**config.mk**
```make
export PLATFORM = sky130hd
export DESIGN_NAME = irq_capture_ctrl
export DESIGN_NICKNAME = d
export VERILOG_FILES = /design/src/rtl/irq_pkg.sv /design/src/rtl/irq_src_edge.sv /design/src/rtl/irq_flag_group.sv /design/src/rtl/irq_capture_ctrl.sv
export SDC_FILE = /design/constraint.sdc
export NUM_CORES = 1
export LEC_CHECK = 0
export BUFFER_PORTS_ARGS = -buffer_cell sky130_fd_sc_hd__buf_2
export CORE_ASPECT_RATIO = 0.5
export CORE_MARGIN = 8
export CORE_UTILIZATION = 55
export DETAILED_ROUTE_END_ITERATION = 10
export PLACE_DENSITY_LB_ADDON = 0.3
export SETUP_SLACK_MARGIN = 0.05
export SYNTH_ARGS = -nofsm -noshare
export SYNTH_HDL_FRONTEND = slang
export SYNTH_SLANG_ARGS = --single-unit
```
**constraint.sdc**
```tcl
create_clock -name clk_i -period 2.5 [get_ports clk_i]
set_clock_uncertainty 0.2 [all_clocks]
set_input_delay 0.75 -clock clk_i [delete_from_list [all_inputs] [get_ports clk_i]]
set_output_delay 0.75 -clock clk_i [all_outputs]
set_load 0.05 [all_outputs]
```
**src/rtl/irq_pkg.sv**
```systemverilog
package irq_pkg;
  localparam int SYS_EN_BIT = 0;

  typedef enum logic [1:0] {
    SEL_NONE,
    SEL_REQ,
    SEL_MASK,
    SEL_SYS
  } sel_kind_e;

  // request regs at 0..n-1, masks at n..2n-1, control at 2n
  function automatic sel_kind_e decode_kind(input int unsigned addr, input int unsigned n_grp);
    if (addr < n_grp) return SEL_REQ;
    if (addr < 2 * n_grp) return SEL_MASK;
    if (addr == 2 * n_grp) return SEL_SYS;
    return SEL_NONE;
  endfunction
endpackage

```
**src/rtl/irq_src_edge.sv**
```systemverilog
module irq_src_edge #(
  parameter int SYNC_STAGES = 2
) (
  input  logic clk_i,
  input  logic rst_ni,
  input  logic req_i,
  output logic rise_o
);
  logic cur;
  logic prev_q;

  if (SYNC_STAGES > 0) begin : g_sync
    logic [SYNC_STAGES-1:0] sync_q;
    always_ff @(posedge clk_i or negedge rst_ni) begin
      if (!rst_ni) begin
        sync_q <= '0;
      end else begin
        sync_q[0] <= req_i;
        for (int i = 1; i < SYNC_STAGES; i++) sync_q[i] <= sync_q[i-1];
      end
    end
    assign cur = sync_q[SYNC_STAGES-1];
  end else begin : g_direct
    assign cur = req_i;
  end

  always_ff @(posedge clk_i or negedge rst_ni) begin
    if (!rst_ni) prev_q <= 1'b0;
    else         prev_q <= cur;
  end

  assign rise_o = cur & ~prev_q;
endmodule

```
**src/rtl/irq_flag_group.sv**
```systemverilog
module irq_flag_group #(
  parameter int W = 4
) (
  input  logic         clk_i,
  input  logic         rst_ni,
  input  logic [W-1:0] rise_i,
  input  logic [W-1:0] clr_i,
  input  logic         mask_we_i,
  input  logic [W-1:0] mask_wd_i,
  output logic [W-1:0] flag_o,
  output logic [W-1:0] mask_o
);
  logic [W-1:0] flag_q, mask_q;

  always_ff @(posedge clk_i or negedge rst_ni) begin
    if (!rst_ni) begin
      flag_q <= '0;
      mask_q <= '0;
    end else begin
      // capture after clear so a coincident edge survives
      flag_q <= (flag_q & ~clr_i) | (rise_i & mask_q);
      if (mask_we_i) mask_q <= mask_wd_i;
    end
  end

  assign flag_o = flag_q;
  assign mask_o = mask_q;
endmodule

```
**src/rtl/irq_capture_ctrl.sv**
```systemverilog
module irq_capture_ctrl
  import irq_pkg::*;
#(
  parameter int N_EXT       = 4,
  parameter int N_INT       = 8,
  parameter int GRP_W       = 4,
  parameter int SYNC_STAGES = 2,
  parameter int ADDR_W      = 3
) (
  input  logic              clk_i,
  input  logic              rst_ni,
  input  logic [N_EXT-1:0]  ext_req_i,
  input  logic [N_INT-1:0]  int_req_i,
  input  logic              buf_empty_i,
  input  logic [ADDR_W-1:0] addr_i,
  input  logic              rd_en_i,
  input  logic              wr_en_i,
  input  logic [GRP_W-1:0]  wr_data_i,
  output logic [GRP_W-1:0]  rd_data_o,
  output logic              irq_o
);
  localparam int N_SRC = N_EXT + N_INT;
  localparam int N_GRP = (N_SRC + GRP_W - 1) / GRP_W;
  localparam int N_PAD = N_GRP * GRP_W;

  logic [N_SRC-1:0] rise;
  logic [N_PAD-1:0] rise_pad;
  logic [N_PAD-1:0] flag_q;
  logic [N_PAD-1:0] mask_q;
  logic             gen_en_q;
  sel_kind_e        kind;

  for (genvar i = 0; i < N_EXT; i++) begin : g_ext
    irq_src_edge #(.SYNC_STAGES(SYNC_STAGES)) u_edge (
      .clk_i (clk_i),
      .rst_ni(rst_ni),
      .req_i (ext_req_i[i]),
      .rise_o(rise[i])
    );
  end

  for (genvar i = 0; i < N_INT; i++) begin : g_int
    irq_src_edge #(.SYNC_STAGES(0)) u_edge (
      .clk_i (clk_i),
      .rst_ni(rst_ni),
      .req_i (int_req_i[i]),
      .rise_o(rise[N_EXT+i])
    );
  end

  assign rise_pad = N_PAD'(rise);
  assign kind     = decode_kind(32'(addr_i), N_GRP);

  for (genvar g = 0; g < N_GRP; g++) begin : g_grp
    logic             sel_req, sel_mask;
    logic [GRP_W-1:0] clr;

    assign sel_req  = (kind == SEL_REQ)  && (addr_i == ADDR_W'(g));
    assign sel_mask = (kind == SEL_MASK) && (addr_i == ADDR_W'(N_GRP + g));

    always_comb begin
      clr = '0;
      if (sel_req && rd_en_i)      clr = '1;
      else if (sel_req && wr_en_i) clr = wr_data_i;
    end

    irq_flag_group #(.W(GRP_W)) u_grp (
      .clk_i    (clk_i),
      .rst_ni   (rst_ni),
      .rise_i   (rise_pad[g*GRP_W +: GRP_W]),
      .clr_i    (clr),
      .mask_we_i(sel_mask && wr_en_i),
      .mask_wd_i(wr_data_i),
      .flag_o   (flag_q[g*GRP_W +: GRP_W]),
      .mask_o   (mask_q[g*GRP_W +: GRP_W])
    );
  end

  always_ff @(posedge clk_i or negedge rst_ni) begin
    if (!rst_ni)                          gen_en_q <= 1'b0;
    else if (wr_en_i && kind == SEL_SYS)  gen_en_q <= wr_data_i[SYS_EN_BIT];
  end

  always_comb begin
    rd_data_o = '0;
    for (int g = 0; g < N_GRP; g++) begin
      if (kind == SEL_REQ && addr_i == ADDR_W'(g))
        rd_data_o = flag_q[g*GRP_W +: GRP_W];
      if (kind == SEL_MASK && addr_i == ADDR_W'(N_GRP + g))
        rd_data_o = mask_q[g*GRP_W +: GRP_W];
    end
    if (kind == SEL_SYS) rd_data_o[SYS_EN_BIT] = gen_en_q;
  end

  assign irq_o = (gen_en_q & (|flag_q)) | buf_empty_i;
endmodule

```
==> metrics.txt, run 1 <==
Worst-path clk slew=~0.09 ns; post-DR vias/cell=between 5 and 6; CORE AREA=around 3300 um2; pin count of the biggest net entering global routing=26; Post-synth EDFFs=0; P_int=1.31 mW; period utilization=1.05; Synth area leaders=dfrtp_1 (60%), mux2_2 (8.4%), o21ai_1 (4.8%); Min Hold Slack=between 0.15 and 0.2 ns; number of distinct library cells after synthesis=29; Fillers=between 200 and 250; CTS Buf Count=5; CP required=1.55 ns; WL met1=2110 um; outcome=finished with violations; Worst Hold Path EP=g_ext[2].u_edge.g_sync.sync_q[1]$_DFF_PN0_; DRC errors left=0; hold depth=0; synth cell count leaders=dfrtp_1 (45), o21ai_1 (18), mux2_2 (14), nand2_1 (14), a21oi_1 (7); DR top layer=met4; Final HPWL DP=3180 um; CTS root buf=clkbuf_8; IO Pins=29; relative slew slack=0.667; worst-margin pin slew=around 0.50 ns; 1st-pass router iterations=4; CP Class=in -> out; Skew-Pair Late Insertion Delay=about 0.3 ns; initial antenna violation count=0; Syn-to-layout area delta=31.5%; Post-Synthesis Net Count=180; crit-path max FO=7; Mapped Cells=between 150 and 200; worst slack, placed=-0.281 ns; I/O Buffers=28; unrepaired setup endpoints after global routing=true; Fmax=383 MHz; cell depth of the worst flop-to-flop path=3; asr flop ratio synth=1.00; met3 WL=approximately 330 um; ratio of cells with drive above 1 in the final layout=0.426; vias in the first global route=1552; setup TNS=-0.331 ns; Sequential Power Share=0.497; Final min period=approximately 2.6 ns; PD cells=approximately 780 nW/um2; syn_area_per_cell=about 12 um2; count leader, synth=dfrtp_1; Ant. Diodes=0; endpoints failing setup=4; crit path launch type=input port; # clock sinks=45; max_cap viols=0; final worst slack=-0.114 ns; die area=roughly 5600 um2; Lkg Pwr=roughly 1.1 nW; Rows=15; top-area cell type share of the netlist area=0.601; final hold viol count=0; post-synthesis instance area=1870 um2; FF+latch count, synth=between 40 and 50; Routed WL=roughly 4600 um; switch share=0.317; FF-to-FF Start=g_grp[2].u_grp.flag_o[0]$_DFF_PN0_; P_sw=0.609 mW; GP Congestion=a little over 0.9; Initial Util=0.561; Ys Warns=0; reg2reg end=g_grp[2].u_grp.flag_o[0]$_DFF_PN0_; Crit. End Element=output pin; cell accounting for the most synthesized area=dfrtp_1; routed wl met2=around 2100 um; CTS H-tree depth=2; Comb power frac=0.245; die extent in x=98.5 um; die span in y=~57 um; maximum vdd drop=around 0.00043 V; Clk pwr share=0.258; count of final max-slew check failures=0; worst hold path class=reg -> reg; R2R Setup Slk=between 1 and 1.5 ns; initial drt markers=slightly above 100; Total GRT Usage=0.171; register area share after synthesis=0.601; DR WL/cell=~19 um; routed vias=about 1400; total power=between 1.5 and 2 mW; Worst Hold Launch=g_ext[2].u_edge.g_sync.sync_q[0]$_DFF_PN0_; Worst Path Arrival=1.66 ns; Final ANT Viol Nets=0; Nets=227; violated checks=negative setup slack; CTS Hold Bufs=0; global route total overflow=0; ys flop type=dfrtp_1; global-route wire length before repair=7520 um; CTS tree=built; Bufs on Longest Clock Path=2
## how the worst max path moves through the flow
stage,to,from,cells after the start,slack (ns)
detailed placement,rd_data_o[0],addr_i[1],5,-0.28
CTS,rd_data_o[1],addr_i[1],6,-0.08
global route,rd_data_o[3],addr_i[1],6,-0.15
global placement,rd_data_o[3],addr_i[1],6,-0.26
floorplan,rd_data_o[0],addr_i[1],4,-0.11
finish,rd_data_o[1],addr_i[1],6,-0.11
## layout make-up
type                       count  area [um2]  share of cell area
tap                           42        52.6              0.0213
clock buffer                   6        82.6              0.0335
multi-input combinational     97         764               0.310
clock inverter                 2        17.5             0.00711
sequential                    45        1130               0.457
inverter                       6        22.5             0.00914
timing repair buffer          48         398               0.162
## routing by layer
metal | vias up | GRT usage
li1 | 653 | -
met1 | 693 | 0.219
met2 | 58 | 0.260
met3 | 11 | 0.0558
met4 | 0 | 0.0713
met5 | - | 0
## per-stage QoR
stage           util  instance area [um2]  std cells
2_1_floorplan      -                 1930        156
3_3_place_gp   0.656                 2190        233
3_5_place_dp   0.656                 2190        233
4_1_cts        0.730                 2440        244
5_1_grt        0.737                 2460        246
6_report       0.737                 2460        246
## sequential cells by signal (all words and copies together) (netlist names)
register,count
g_ext.u_edge.prev_q,4
g_int.u_edge.prev_q,8
gen_en_q,1
g_ext.u_edge.g_sync.sync_q,8
g_grp.u_grp.flag_o,12
g_grp.u_grp.mask_o,12
## placed cells by master, fill, tap and decap left out, types with 5 or more instances in the layout
master | Yosys | routed
nand3b_1 | 5 | 5
clkbuf_8 | 0 | 6
nand2_1 | 14 | 14
a21oi_1 | 7 | 6
inv_1 | 6 | 6
buf_2 | 5 | 21
buf_8 | 0 | 5
o21ai_1 | 18 | 19
dfrtp_1 | 45 | 45
buf_4 | 0 | 15
mux2_2 | 14 | 14
## critical path, cell delays in order
cell,delay [ns]
buf_12,0.10
buf_8,0.13
mux2i_1,0.19
a21oi_1,0.08
o221a_2,0.26
buf_8,0.15
## repair_timing
item / 4_1_cts / 5_1_grt
pin swaps: 9 / 6
gates resized for setup: 33 / 2
setup endpoints to repair: 5 / 5
buffers inserted: 3 / 2
## cell families (layout without fill, tap and decap cells)
group           count (synthesis)  after routing  synth area share
mux                            18             18             0.106
simple gates                   39             39             0.124
flops                          45             45             0.601
compound gates                 40             40             0.129
buf+inv                        14             62            0.0401
## power groups by stage
stage	registers [mW]	logic (mW)	clock network [mW]
global route	0.967	0.511	0.533
floorplan	0.921	0.278	0
CTS	0.951	0.457	0.501
global placement	0.952	0.364	0
finish	0.955	0.471	0.495
detailed placement	0.962	0.379	0
No activity file was read; power rests on OpenSTA's default activity.
==> run 2: changes to the inputs <==
--- a/config.mk
+++ b/config.mk
@@ -12,2 +12,3 @@
 export DETAILED_ROUTE_END_ITERATION = 10
+export HOLD_SLACK_MARGIN = 0.08
 export PLACE_DENSITY_LB_ADDON = 0.3
--- a/constraint.sdc
+++ b/constraint.sdc
@@ -4,2 +4,2 @@
 set_output_delay 0.75 -clock clk_i [all_outputs]
-set_load 0.05 [all_outputs]
+set_load 0.1 [all_outputs]
==> metrics.txt, run 2 (same netlist as run 1, synthesis figures left out) <==
Fmax=384 MHz; I/O Buffers=28; final worst slack=-0.107 ns; die area=about 5600 um2; Final ANT Viol Nets=0; Syn-to-layout area delta=36.5%; commonest cells after routing, fill and taps aside=dfrtp_1 (45), buf_2 (20), o21ai_1 (19), nand2_1 (14), buf_4 (14); CTS root buf=clkbuf_8; DP Area=about 2300 um2; initial antenna violation count=0; final hold viol count=0; GP Congestion=about 0.9; Crit. End Element=output pin; final instance area=2560 um2; Nets=~230; Initial Util=0.561; worst hold path class=reg -> reg; die span in y=approximately 57 um; endpoints failing setup=5; period utilization=1.04; reg2reg end=g_grp[2].u_grp.mask_o[1]$_DFFE_PN0P_; DR WL/cell=around 19 um; PD cells=807 nW/um2; FF-to-FF Start=g_grp[2].u_grp.mask_o[1]$_DFFE_PN0P_; Ant. Diodes=0; CP Cell Sequence=buf_12 -> buf_4 -> nor3_2 -> a21oi_1 -> o221a_4 -> buf_12; initial drt markers=79; Crit path top cell by count=buf_12; pin count of the biggest net entering global routing=24; global route total overflow=0; 1st-pass router iterations=4; CTS Buf Count=5; hold depth=0; area of the multi-input gates=slightly below 800 um2; max_cap viols=0; R2R Setup Slk=between 1 and 1.5 ns; CP required=between 1.5 and 2 ns; violated checks=negative setup slack; global-route wire length before repair=roughly 7600 um; maximum vdd drop=around 0.00047 V; Fillers=between 200 and 250; Min Hold Slack=around 0.16 ns; routed vias=between 1000 and 1500; crit path launch type=input port; CTS tree=built; outcome=finished with violations; Final HPWL DP=3200 um; Rows=15; Worst Path Arrival=1.66 ns; # clock sinks=between 40 and 50; CORE AREA=3340 um2; crit-path max FO=5; Finished Layout Cells=246; vias in the first global route=around 1500; CTS H-tree depth=2; Register Area=around 1100 um2; Final min period=~2.6 ns; Routed WL=~4600 um; Bufs on Longest Clock Path=2; relative slew slack=0.640; IO Pins=29; unrepaired setup endpoints after global routing=true; Max stage delay on crit path=about 0.25 ns; cell depth of the worst flop-to-flop path=1; Worst Hold Path EP=g_ext[1].u_edge.g_sync.sync_q[1]$_DFF_PN0_; Lkg Pwr=between 1 and 1.5 nW; Worst-path clk slew=0.09 ns; CP max-delay cell=o221a_4; worst-margin pin slew=~0.54 ns; Post-Place Cells=approximately 240; ratio of cells with drive above 1 in the final layout=0.436; Total GRT Usage=0.173; Worst Hold Launch=g_ext[1].u_edge.g_sync.sync_q[0]$_DFF_PN0_; commonest non-fill, non-tap cell in the layout=dfrtp_1; final core occ=0.765; count of final max-slew check failures=0; DRC errors left=0; Skew-Pair Late Insertion Delay=approximately 0.31 ns; post-DR vias/cell=roughly 5.8; die extent in x=slightly below 100 um; CP Class=in -> out
run 2: power breakdown:
group | internal, mW | total (mW) | switching, mW
Sequential | 0.847 | 0.954 | 0.107
Combinational | 0.251 | 0.541 | 0.290
Clock | 0.305 | 0.568 | 0.263
Total | 1.40 | 2.06 | 0.660
run 2: layout make-up:
type                            count  share of cell area
Inverter                            6             0.00881
Clock inverter                      3              0.0186
Sequential cell                    45               0.441
Tap cell                           42              0.0206
Multi-Input combinational cell     97               0.304
Timing Repair Buffer               48               0.181
Clock buffer                        5              0.0269
run 2: worst max-delay path by stage:
stage,startpoint,end,slack [ns],cells past startpoint
after floorplan,addr_i[1],rd_data_o[0],-0.36,4
after global placement,addr_i[1],rd_data_o[2],-0.25,6
after detailed placement,addr_i[1],rd_data_o[1],-0.29,6
after CTS,addr_i[1],rd_data_o[1],-0.11,6
after global routing,addr_i[1],rd_data_o[1],-0.14,6
final,addr_i[1],rd_data_o[3],-0.11,6
run 2: stage by stage:
step | setup WS [ns] | setup TNS (ns) | power (mW)
detailed placement | -0.292 | -1.03 | 1.46
global placement | -0.247 | -0.920 | 1.44
global route | -0.142 | -0.590 | 2.15
CTS | -0.109 | -0.395 | 2.06
floorplan | -0.363 | -0.415 | 1.27
finish | -0.107 | -0.399 | 2.06
run 2: critical path: cells and delay by family:
kind                   cells  cell delay, ns
AOI/OAI and AO/OA          2            0.32
and+or+nand+nor            1            0.15
buffers and inverters      3            0.43
run 2: timing repair:
item	CTS	global route
hold buffers	0	0
setup buffers	1	0
gates resized for setup	23	6
endpoints found under the setup margin	5	5
pin swaps	11	5
cloned	1	0
run 2: per-layer routing:
| layer | part of all wire | GRT usage |
|---|---|---|
| met5 | 0 | 0 |
| met1 | 0.46 | 0.226 |
| met3 | 0.073 | 0.0642 |
| met4 | 0.024 | 0.0799 |
| met2 | 0.44 | 0.251 |
==> run 3: changes to the inputs <==
CORE_UTILIZATION = 50   (was 55)
MAX_ROUTING_LAYER = met4   (was default)
==> metrics.txt, run 3 (same netlist as run 1, synthesis figures left out) <==
outcome=finished with violations; violated checks=negative setup slack; 1st-pass router iterations=4; CORE AREA=3510 um2; CTS root buf=clkbuf_8; CP required=~1.6 ns; die extent in x=between 100 and 150 um; # clock sinks=45; CP Class=in -> out; I/O Buffers=28; final instance area=roughly 2600 um2; Total GRT Usage=0.176; pin count of the biggest net entering global routing=25; R2R Setup Slk=1.49 ns; CTS H-tree depth=2; ratio of cells with drive above 1 in the final layout=0.441; met3 WL=between 300 and 400 um; Crit. End Element=output pin; relative slew slack=0.667; worst hold path class=reg -> reg; Final min period=2.64 ns; max_cap viols=0; total power=around 2.2 mW; WL met1=2190 um; initial drt markers=85; Skew-Pair Late Insertion Delay=about 0.3 ns; Rows=15; Ant. Diodes=0; Final ANT Viol Nets=0; Syn-to-layout area delta=37.3%; Routed WL=between 4000 and 5000 um; worst slack, placed=-0.247 ns; CTS Buf Count=5; Post-Place Cells=242; vias in the first global route=approximately 1500; PD cells=~840 nW/um2; final hold viol count=0; Final HPWL DP=3270 um; setup TNS=-0.496 ns; unrepaired setup endpoints after global routing=true; endpoints failing setup=4; routed wl met2=2220 um; global route total overflow=0; Finished Layout Cells=between 200 and 300; CTS Hold Bufs=0; worst-margin pin slew=~0.50 ns; count of final max-slew check failures=0; Worst Path Arrival=between 1.5 and 2 ns; initial antenna violation count=0; crit path launch type=input port; routed vias=between 1000 and 1500; die area=roughly 6000 um2; period utilization=1.06; DR WL/cell=about 19 um; final core occ=0.733; maximum vdd drop=between 0.0004 and 0.0005 V; Worst-path clk slew=~0.080 ns; post-DR vias/cell=5.62; commonest cells after routing, fill and taps aside=dfrtp_1 (45), o21ai_1 (21), buf_2 (20), mux2_2 (14), buf_4 (14); Bufs on Longest Clock Path=2; Lkg Pwr=approximately 1.1 nW; final worst slack=-0.142 ns; global-route wire length before repair=7700 um; DRC errors left=0; CTS tree=built; crit-path max FO=7; GP Congestion=0.865; Min Hold Slack=0.160 ns; Nets=roughly 230; DR top layer=met4; Fmax=~380 MHz; IO Pins=29; DP Area=2300 um2; Initial Util=0.534; commonest non-fill, non-tap cell in the layout=dfrtp_1; die span in y=between 50 and 60 um
==> run 3: cell types whose count changed in the layout (fill, tap and decap cells not counted), moves of 2 or more <==
| cell | delta |
|---|---|
| o21ai_2 | -2 |
| nor4_2 | +2 |
| buf_6 | -2 |
| o21ai_1 | +2 |
| nor2b_1 | +2 |
| nor4_1 | -2 |
==> run 3: per-layer routing <==
metal,up-vias,global-route usage
li1,647,-
met2,47,0.275
met1,726,0.213
met4,0,0.0640
met3,2,0.0515
met5,-,-
==> run 3: final cells by class <==
cell class	count	area, um2
clock inverter	3	68.8
fill	230	938
clock buffer	5	68.8
tap	51	63.8
timing repair buffer	46	432
inverter	6	22.5
sequential	45	1130
multi-input combinational	97	790
==> run 3: critical path, cell delays in order <==
cell and delay (ns):
buf_12 0.10, buf_8 0.13, mux2i_1 0.20, a21oi_1 0.10, o221a_4 0.25, buf_12 0.16
==> run 3: where the power goes <==
group / switching [mW] / internal, mW
Clock: 0.249 / 0.402
Combinational: 0.296 / 0.252
Sequential: 0.118 / 0.847
==> run 3: worst paths after layout <==
kind	start	end	depth (start not counted)
max	addr_i[1]	rd_data_o[3]	6
min	g_ext[3].u_edge.g_sync.sync_q[0]$_DFF_PN0_	g_ext[3].u_edge.g_sync.sync_q[1]$_DFF_PN0_	0
max reg2reg	g_grp[2].u_grp.mask_o[2]$_DFFE_PN0P_	g_grp[2].u_grp.mask_o[2]$_DFFE_PN0P_	1
min reg2reg	g_ext[3].u_edge.g_sync.sync_q[0]$_DFF_PN0_	g_ext[3].u_edge.g_sync.sync_q[1]$_DFF_PN0_	0
max in group asynchronous	rst_ni	g_int[6].u_edge.prev_q$_DFF_PN0_	2
min in group asynchronous	rst_ni	g_ext[1].u_edge.g_sync.sync_q[1]$_DFF_PN0_	1
==> run 3: what timing repair did <==
action,CTS,global route
pin swaps,10,5
resized for setup,20,8
setup buffers,1,1
setup endpoints to repair,5,5
cloned,1,0
